[config.mk]
export PLATFORM = sky130hd
export DESIGN_NAME = reactor_fire_timer
export DESIGN_NICKNAME = d
export VERILOG_FILES = /design/src/rtl/reactor_fire_timer.sv
export SDC_FILE = /design/constraint.sdc
export NUM_CORES = 1
export LEC_CHECK = 0
export BUFFER_PORTS_ARGS = -buffer_cell sky130_fd_sc_hd__buf_4
export CORE_MARGIN = 10
export CORE_UTILIZATION = 32
export CTS_BUF_LIST = sky130_fd_sc_hd__clkbuf_16
export CTS_CLUSTER_SIZE = 20
export DETAILED_ROUTE_END_ITERATION = 12
export SYNTH_ARGS = -nofsm -noshare
export SYNTH_HDL_FRONTEND = slang
export SYNTH_SLANG_ARGS = --single-unit
[constraint.sdc]
create_clock -name clk -period 3.1 [get_ports clk]
set_input_delay 0.31 -clock clk [delete_from_list [all_inputs] [get_ports clk]]
set_output_delay 0.31 -clock clk [all_outputs]
set_load 0.02 [all_outputs]
[src/rtl/reactor_fire_timer.sv]
module reactor_fire_timer #(
  parameter int CODE_W        = 8,
  parameter int QUARTER_TICKS = 256,
  parameter int PULSE_COUNT   = 8,
  parameter int HIGH_TICKS    = 2,
  parameter int LOW_TICKS     = 2
) (
  input  logic              clk,
  input  logic              rst,
  input  logic              tick,
  input  logic              sync_in,
  input  logic [CODE_W-1:0] fire_code,
  output logic              fire_strobe,
  output logic              gate_burst
);

  localparam int WAIT_W      = $clog2(QUARTER_TICKS + 1);
  localparam int PERIOD      = HIGH_TICKS + LOW_TICKS;
  localparam int BURST_TICKS = PULSE_COUNT * PERIOD;
  localparam int BURST_W     = $clog2(BURST_TICKS + 1);
  localparam int POS_W       = (PERIOD > 1) ? $clog2(PERIOD) : 1;

  // input synchronizer and edge detect
  logic [1:0] sync_ff;
  logic       sync_prev;
  logic [1:0] warm;
  logic       sync_edge;

  always_ff @(posedge clk) begin
    sync_ff   <= {sync_ff[0], sync_in};
    sync_prev <= sync_ff[1];
    if (rst)                warm <= 2'd0;
    else if (warm != 2'd3)  warm <= warm + 2'd1;
  end

  assign sync_edge = (warm == 2'd3) && (sync_ff[1] ^ sync_prev);

  // quarter-cycle wait to the voltage peak
  logic              waiting;
  logic [WAIT_W-1:0] wait_cnt;
  logic              peak;

  always_ff @(posedge clk) begin
    if (rst) begin
      waiting  <= 1'b0;
      wait_cnt <= '0;
    end else if (sync_edge) begin
      waiting  <= 1'b1;
      wait_cnt <= WAIT_W'(QUARTER_TICKS);
    end else if (waiting && tick) begin
      if (wait_cnt == WAIT_W'(1)) waiting <= 1'b0;
      wait_cnt <= wait_cnt - WAIT_W'(1);
    end
  end

  assign peak = waiting && tick && !sync_edge && (wait_cnt == WAIT_W'(1));

  // delay countdown loaded at the peak
  logic              counting;
  logic [CODE_W-1:0] delay_cnt;
  logic              fire_now;

  always_ff @(posedge clk) begin
    if (rst) begin
      counting  <= 1'b0;
      delay_cnt <= '0;
    end else if (peak) begin
      counting  <= (fire_code != '0);
      delay_cnt <= fire_code;
    end else if (counting && tick) begin
      if (delay_cnt == CODE_W'(1)) counting <= 1'b0;
      delay_cnt <= delay_cnt - CODE_W'(1);
    end
  end

  assign fire_now = peak ? (fire_code == '0)
                         : (counting && tick && delay_cnt == CODE_W'(1));

  always_ff @(posedge clk) begin
    if (rst) fire_strobe <= 1'b0;
    else     fire_strobe <= fire_now;
  end

  // gate pulse train
  logic [BURST_W-1:0] burst_left;
  logic [POS_W-1:0]   pos;

  always_ff @(posedge clk) begin
    if (rst) begin
      burst_left <= '0;
      pos        <= '0;
    end else if (fire_now) begin
      burst_left <= BURST_W'(BURST_TICKS);
      pos        <= '0;
    end else if (tick && burst_left != '0) begin
      burst_left <= burst_left - BURST_W'(1);
      pos        <= (pos == POS_W'(PERIOD - 1)) ? '0 : pos + POS_W'(1);
    end
  end

  assign gate_burst = (burst_left != '0) && (pos < POS_W'(HIGH_TICKS));


  unarmed_idle_chk: assert property (@(posedge clk) disable iff (rst)
    (warm != 2'd3) |-> (!waiting && !counting && !fire_strobe));


  wait_range_chk: assert property (@(posedge clk) disable iff (rst)
    wait_cnt <= WAIT_W'(QUARTER_TICKS));


  strobe_single_chk: assert property (@(posedge clk) disable iff (rst)
    fire_strobe |=> !fire_strobe);


  strobe_on_tick_chk: assert property (@(posedge clk) disable iff (rst)
    fire_strobe |-> $past(tick));


  strobe_gate_chk: assert property (@(posedge clk) disable iff (rst)
    fire_strobe |-> gate_burst);


  gate_tick_only_chk: assert property (@(posedge clk) disable iff (rst)
    !$past(tick) |-> $stable(gate_burst));

endmodule

==> results of run 1 <==
-- metrics by stage --
| stage | hold WS, ns | setup WS [ns] | power [mW] | area [um2] | util [%] |
|---|---|---|---|---|---|
| 2_1_floorplan | 0.3096 | 1.126 | 0.7844 | 1584 | - |
| 3_3_place_gp | 0.3158 | 0.9433 | 0.8634 | 1738 | 36.55 |
| 3_5_place_dp | 0.3171 | 0.9064 | 0.8704 | 1738 | 36.55 |
| 4_1_cts | 0.1318 | 0.8992 | 1.418 | 1901 | 39.97 |
| 5_1_grt | 0.1349 | 0.7574 | 1.480 | 1901 | 39.97 |
| 6_report | 0.1384 | 0.9122 | 1.400 | 1901 | 39.97 |
-- state kept, by name (all words and copies together) (netlist names) --
register and count:
fire_strobe 1, pos 2, delay_cnt 8, sync_prev 1, burst_left 6, wait_cnt 9
warm 2, waiting 1, sync_ff 2, counting 1
-- path summary, 6_finish.rpt --
path                    start            end  slack, ns  depth (start not counted)
setup / recovery  wait_cnt[4]  burst_left[4]       0.91                          4
hold reg to reg    sync_ff[0]     sync_ff[1]       0.32                          0
setup reg to reg  wait_cnt[4]  burst_left[4]       0.91                          4
hold / removal        sync_in     sync_ff[0]       0.14                          1
-- layout make-up --
| cell class | count | share of cell area [%] |
|---|---|---|
| Inverter | 7 | 1.382 |
| Clock inverter | 3 | 1.975 |
| Sequential cell | 33 | 34.76 |
| Multi-Input combinational cell | 125 | 45.75 |
| Clock buffer | 5 | 6.583 |
| Tap cell | 67 | 4.411 |
| Timing Repair Buffer | 13 | 5.135 |
-- routing by layer --
layer / track usage (%) / vias to the layer above / wire [um]
met5: 0 / - / 0
met4: 6.101 / 0 / 93
met3: 2.577 / 7 / 68
met2: 11.99 / 14 / 1390
met1: 9.130 / 521 / 1498
li1: - / 634 / -
-- critical path, stage by stage, from the launching register on --
cell	delay, ns
dfxtp_1	0.34
or4_4	0.59
a2111oi_4	0.47
mux2i_1	0.55
nor3_1	0.10
-- cells in the mapped netlist, types with 2 or more instances --
library cell   n
xor2_1        13
nand2_1        9
nor3_1         9
nor4_1         6
mux2i_1        5
nand4b_1       2
nor2_1        23
nand3_1        7
a21oi_1        6
or3_1          3
xnor2_1        7
nand2b_1       3
dfxtp_1       33
o211ai_1       2
inv_1          7
a211oi_1       8
ha_1           8
mux2_2         2
clkbuf_1       6
-- placed cells by master, fill, tap and decap left out, drive strengths merged, types with 2 or more instances in the layout --
cell / synthesis / routed
nand3: 7 / 7
a21oi: 6 / 6
nand2b: 3 / 3
dfxtp: 33 / 33
xor2: 13 / 13
buf: 1 / 13
xnor2: 7 / 7
mux2: 2 / 2
ha: 8 / 8
nor4: 6 / 6
o211ai: 2 / 2
mux2i: 5 / 5
or4: 2 / 2
nand4b: 2 / 2
nor2: 23 / 23
nand2: 9 / 9
or3: 4 / 4
nor3: 9 / 9
inv: 7 / 8
a211oi: 8 / 8
clkbuf: 6 / 5
-- power by group through the flow --
stage / logic (mW) / clock network, mW / registers, mW
3_3_place_gp: 0.341 / 0 / 0.523
6_report: 0.343 / 0.541 / 0.515
2_1_floorplan: 0.271 / 0 / 0.514
4_1_cts: 0.350 / 0.553 / 0.515
5_1_grt: 0.389 / 0.570 / 0.521
3_5_place_dp: 0.347 / 0 / 0.523
-- kinds of logic (layout without fill, tap and decap cells) --
logic type | after synthesis | count (layout) | synth area share (%)
AND/OR/NAND/NOR | 69 | 69 | 22.43
flip-flops | 33 | 33 | 41.71
AO/OA/AOI/OAI | 21 | 21 | 10.51
XOR/XNOR | 20 | 20 | 11.06
buffers and inverters | 14 | 28 | 3.396
adder cells (fa/ha/maj) | 8 | 8 | 6.319
multiplexers | 7 | 7 | 4.581
==> results.md, run 1 <==
* Core area at 4755 um2
* Post-route minimum period at around 2.2 ns
* Die Y at 90.36 um
* CP Class: reg2reg
* Synth Warn # at 0
* Setup TNS at 0 ns
* Synth top area cells: dfxtp_1 42%, xor2_1 7.2%, ha_1 6.3%, nor2_1 5.5%, xnor2_1 3.9%
* Clock skew at 0.004481 ns
* Max cap viols at 0
* Post-Syn Area at 1584 um2
* TritonCTS clock tree: built
* Layout cell share with drive strength beyond 1 at 13.98%
* Worst slew pin tran at 0.5429 ns
* Final Hold Vio Count at 0
* Vias at about 1200
* GRT overflow at 0
* First-pass GRT wire length at 5299 um
* Vias/cell at 4.648
* Post-CTS Setup Bufs at 0
* Yosys top cell area share at 41.71%
* HP Class: in2reg
* Antenna diode instance count at 0
* Post-synth EDFFs at 0
* Vias in the first global route at 1211
* Die area at 8164 um2
* Post-Route WL at 3051 um
* CP endpoint kind: register
* Clock root buffer: clkbuf_16
* Num CTS Buffers at 5
* Initial DRT Pass Iterations at 3
* Status: complete, no violations
* Worst Path Max Fanout at 7
* P_leak at around 0.73 nW
* DRC at 0
* Post-DP HPWL at 2278 um
* Gate power share at between 20% and 30%
* Switching Fraction at 27.90%
* PortBufs at 13
* Post-Syn Nets at 192
* Num ports at 14
* Die W at 90.36 um
* Clk network pwr share at roughly 39%
* Area grow syn2layout at 19.98%
* Main flop type after synthesis: dfxtp_1
* Mean post-synth cell area at approximately 9.2 um2
* Footprint of the multi-input gates at 869.6 um2
* Initial antenna violation count at 0
* Initial DRC Count at 72
* Asr flop ratio synth at 0%
* FF+latch count, synth at 33
* Max-slew headroom at between 60% and 70%
* Critical path arrival at 2.33 ns
* Critical Path RT at 3.24 ns
* Cells after Synth at 172
* Max Slew Vio Count at 0
* Routability cong. at 0.6873
* Largest net degree at the start of global routing at 24
* CTS Hold Bufs at 0
* GRT Total Usage at 7.956%
* Fin nets at 205
* RSZ-0062 raised after global routing: no
* Startpoint types: register
* Part of the power in registers at 36.8%
* Proportion of synthesized chip area in sequential cells at 41.71%
* Worst-path clk slew at 0.05 ns
* Cell Count, Final, Fillers Out at 253
* VDD IR max at 0.5326 mV
* Int Power at just over 1 mW
* Final setup fails at 0
* Area leader, netlist: dfxtp_1
* FMAX at 457.1 MHz
* DP Cell Count at 245
* Core Rows at 25
* Initial core utilization at 33.32%
* Post-synthesis cell type count at 32
* # clock sinks at 33
* Routed Antenna Nets at 0
* Final worst path period share at 70.57%
* Bufs on Longest Clock Path at 2
* Switching pwr at 390.4 uW
* Filler Cell Count at 484
* Drt wl/cell at 12.06 um
* H-Tree Depth at 2
* Post-CTS Resized at 0
* Latest clock arrival within the worst-skew pair at 0.28 ns
* Reg area at around 660 um2
* Cell Pwr Density at between 700 and 800 nW/um2
(Power assumes the default switching activity.)
==> inputs of run 2 (changes only) <==
Settings changed: ABC_AREA from default to 1.
Clock period 3.1 ns to 2.2 ns, I/O delays scaled along.
==> results.md, run 2 <==
* FF+latch count, synth at 33 (unchanged)
* Post-CTS Setup Bufs at 0 (unchanged)
* Post-synthesis cell type count at 27 (-16%)
* VDD IR max at 0.5889 mV (+11%)
* DP Cell Count at 350 (+43%)
* Final worst path period share at 70.53% (about the same)
* Cells after Synth at 267 (+55%)
* Registers with the most flip-flops: wait_cnt: 9 flops, delay_cnt: 8 flops, burst_left: 6 flops
* Crit path cell chain: ha_1 -> nand3_2 -> nand3_4 -> clkinv_2 -> or2_1 -> inv_1 -> nor2_1
* Synth Area in Simple Gates at 37.41% (+15 points)
* Final Hold Vio Count at 0 (unchanged)
* CP max stage cell: dfxtp_1
* Util after Layout at 38.67% (-1.3 points)
* Cell Count, Final, Fillers Out at 358 (+42%)
* Reg-to-reg startpoint: warm[0]
* Most common cell after layout, fill and taps aside: nand2_1
* Post-route minimum period at 1.552 ns (-0.6361 ns)
* Commonest non-fill, non-tap cells in the layout: 58 x nand2_1, 41 x inv_1, 37 x nor2_1, 33 x dfxtp_1, 30 x nand3_1
* Crit path largest cell delay at 0.34 ns (-0.25 ns)
* Antenna diode instance count at 0 (unchanged)
* Largest net degree at the start of global routing at 18 (-25%)
* Post-Route WL at 3720 um (+22%)
* Post-CTS Resized at 0 (unchanged)
* Worst Path Max Fanout at 17 (+10)
* Vias/cell at 4.447 (-4.3%)
* RSZ-0062 raised after global routing: no
* Initial antenna violation count at 0 (unchanged)
* PortBufs at 13 (unchanged)
* Status: complete, no violations
* Largest family of logic cells by synthesized area: simple AND/OR/NAND/NOR gates
* # clock sinks at 33 (unchanged)
* CP endpoint kind: register
* P_leak at 0.9992 nW (+38%)
* Clock skew at 0.005477 ns (+0.0009960 ns)
* FMAX at 644.5 MHz (+41%)
* Startpoint types: register
* Worst-path clk slew at 0.05 ns (about the same)
* Initial DRT Pass Iterations at 4 (+1)
* Synth Warn # at 0 (unchanged)
* Post-Syn Nets at 287 (+49%)
* Yosys top cell area share at 36.31% (-5.4 points)
* CTS Hold Bufs at 0 (unchanged)
* Design area at 2130 um2 (+12%)
* Die W at 95.40 um (+5.6%)
* R2r worst-path depth at 7 (+3)
* Max-slew headroom at 72.34% (+9.6 points)
* Max cap viols at 0 (unchanged)
* Asr flop ratio synth at 0% (unchanged)
* XOR/XNOR share of the synthesized area at 3.851% (-7.2 points)
* Core area at 5507 um2 (+16%)
* Drt wl/cell at 10.39 um (-14%)
* Latest clock arrival within the worst-skew pair at 0.28 ns (about the same)
* Number of flip-flops in the largest register at 9 (unchanged)
* Post-synthesis mux area share at 0% (-4.6 points)
* Vias in the first global route at 1553 (+28%)
* Num CTS Buffers at 5 (unchanged)
* GRT overflow at 0 (unchanged)
* Core Rows at 27 (+8.0%)
* CP Class: reg2reg
* Setup TNS at 0 ns (unchanged)
* Worst slew pin tran at 0.4145 ns (-0.1284 ns)
* DRC at 0 (unchanged)
* Cell Pwr Density at 921.8 nW/um2 (+25%)
* H-Tree Depth at 2 (unchanged)
* Top cells by count, synth: 58 x nand2_1, 41 x inv_1, 37 x nor2_1, 33 x dfxtp_1, 30 x nand3_1
* Routed Antenna Nets at 0 (unchanged)
* TritonCTS clock tree: built
* HP Start: sync_in
* Synth Area in Compound Gates at 6.740% (-3.8 points)
* WHS Endpoint: sync_ff[0]
* Final setup fails at 0 (unchanged)
* Bufs on Longest Clock Path at 2 (unchanged)
* First-pass GRT wire length at 6727 um (+27%)
* Post-DP HPWL at 2780 um (+22%)
* Post-Syn Area at 1819 um2 (+15%)
* Die area at 9101 um2 (+11%)
* Post-Synth Adder-Cell Area at 5.502% (-0.82 points)
* Critical path arrival at 1.72 ns (-0.61 ns)
* Mean post-synth cell area at 6.814 um2 (-26%)
* Area grow syn2layout at 17.06%
* Post-synth EDFFs at 0 (unchanged)
* Proportion of synthesized chip area in sequential cells at 36.31% (-5.4 points)
* Initial DRC Count at 48 (-33%)
* Max Slew Vio Count at 0 (unchanged)
* Critical Path RT at 2.37 ns (-0.87 ns)
* Layout cell share with drive strength beyond 1 at 12.24% (-1.7 points)
* Filler Cell Count at 585 (+21%)
* Main flop type after synthesis: dfxtp_1
* CP top delay family: simple AND/OR/NAND/NOR gates
* GRT Total Usage at 9.209% (+1.3 points)
* Routability cong. at 0.8750 (+27%)
* Fin nets at 305 (+49%)
* Die Y at 95.40 um (+5.6%)
* Initial core utilization at 33.04% (-0.28 points)
* Synth top area cells: dfxtp_1 36%, nand2_1 12%, inv_1 8.5%, nand3_1 8.3%, nor2_1 7.6%
* Area leader, netlist: dfxtp_1
* Vias at 1592 (+35%)
* R2r endpoint: counting
* Count leader, synth: nand2_1
* WHS Path Cells at 1 (unchanged)
* Clock root buffer: clkbuf_16
* Worst path bufs/invs at 2 (+2)
* Top reg by flops: wait_cnt
* HP Class: in2reg
* Worst R2R Setup Slack at 0.65 ns (-0.26 ns)
* Num ports at 14 (unchanged)
* Dpl cell area at 1992 um2 (+15%)
-- run 2: cell types whose count changed in the layout (fill, tap and decap cells not counted), sizes merged, moves of 5 or more --
cell    change
a211oi      -8
inv        +36
mux2i       -5
nand2      +52
nand3      +25
nand4       +8
nor2       +18
nor3        -6
nor4        -6
o21ai      +11
xnor2       -5
xor2        -7
-- run 2: final cells by class --
type / instances / area [um2] / area share (%)
clock inverter: 3 / 12.51 / 0.5875
clock buffer: 5 / 125.1 / 5.875
sequential: 33 / 660.6 / 31.02
inverter: 45 / 170.2 / 7.991
tap: 72 / 90.09 / 4.230
timing repair buffer: 13 / 97.59 / 4.583
multi-input combinational: 187 / 973.4 / 45.71
-- run 2: cell families after synthesis --
group	Yosys count
compound gates	24
xor+xnor	8
fa+ha+maj	8
buf+inv	47
flops	33
simple gates	147
-- run 2: worst max path at each step --
stage,from,end,depth (start not counted)
after CTS,warm[0],counting,7
after global placement,warm[0],counting,7
after detailed placement,warm[0],counting,7
after global routing,warm[0],counting,7
after floorplan,wait_cnt[1],counting,9
final,warm[0],counting,7
-- run 2: per-layer routing --
metal / global-route usage [%] / share of wire, % / wire [um] / vias to the layer above
li1: - / - / - / 880
met1: 10.58 / 47 / 1735 / 687
met2: 15.68 / 48 / 1776 / 19
met3: 2.671 / 3.9 / 144 / 6
met4: 3.808 / 1.7 / 63 / 0
met5: 0 / 0 / 0 / -
-- run 2: stage by stage --
step                setup slack (ns)  hold slack, ns  power [mW]
floorplan                     0.8449          0.2477       1.181
detailed placement            0.6627          0.3150       1.321
CTS                           0.6532         0.04206       1.995
global placement              0.7046          0.3119       1.316
finish                        0.6483         0.04852       1.963
global route                  0.4947         0.04170       2.134
-- run 2: power breakdown --
group / internal [mW] / total, mW / switching [mW]
clock: 0.408 / 0.656 / 0.248
combinational: 0.222 / 0.584 / 0.362
sequential: 0.679 / 0.723 / 0.0440
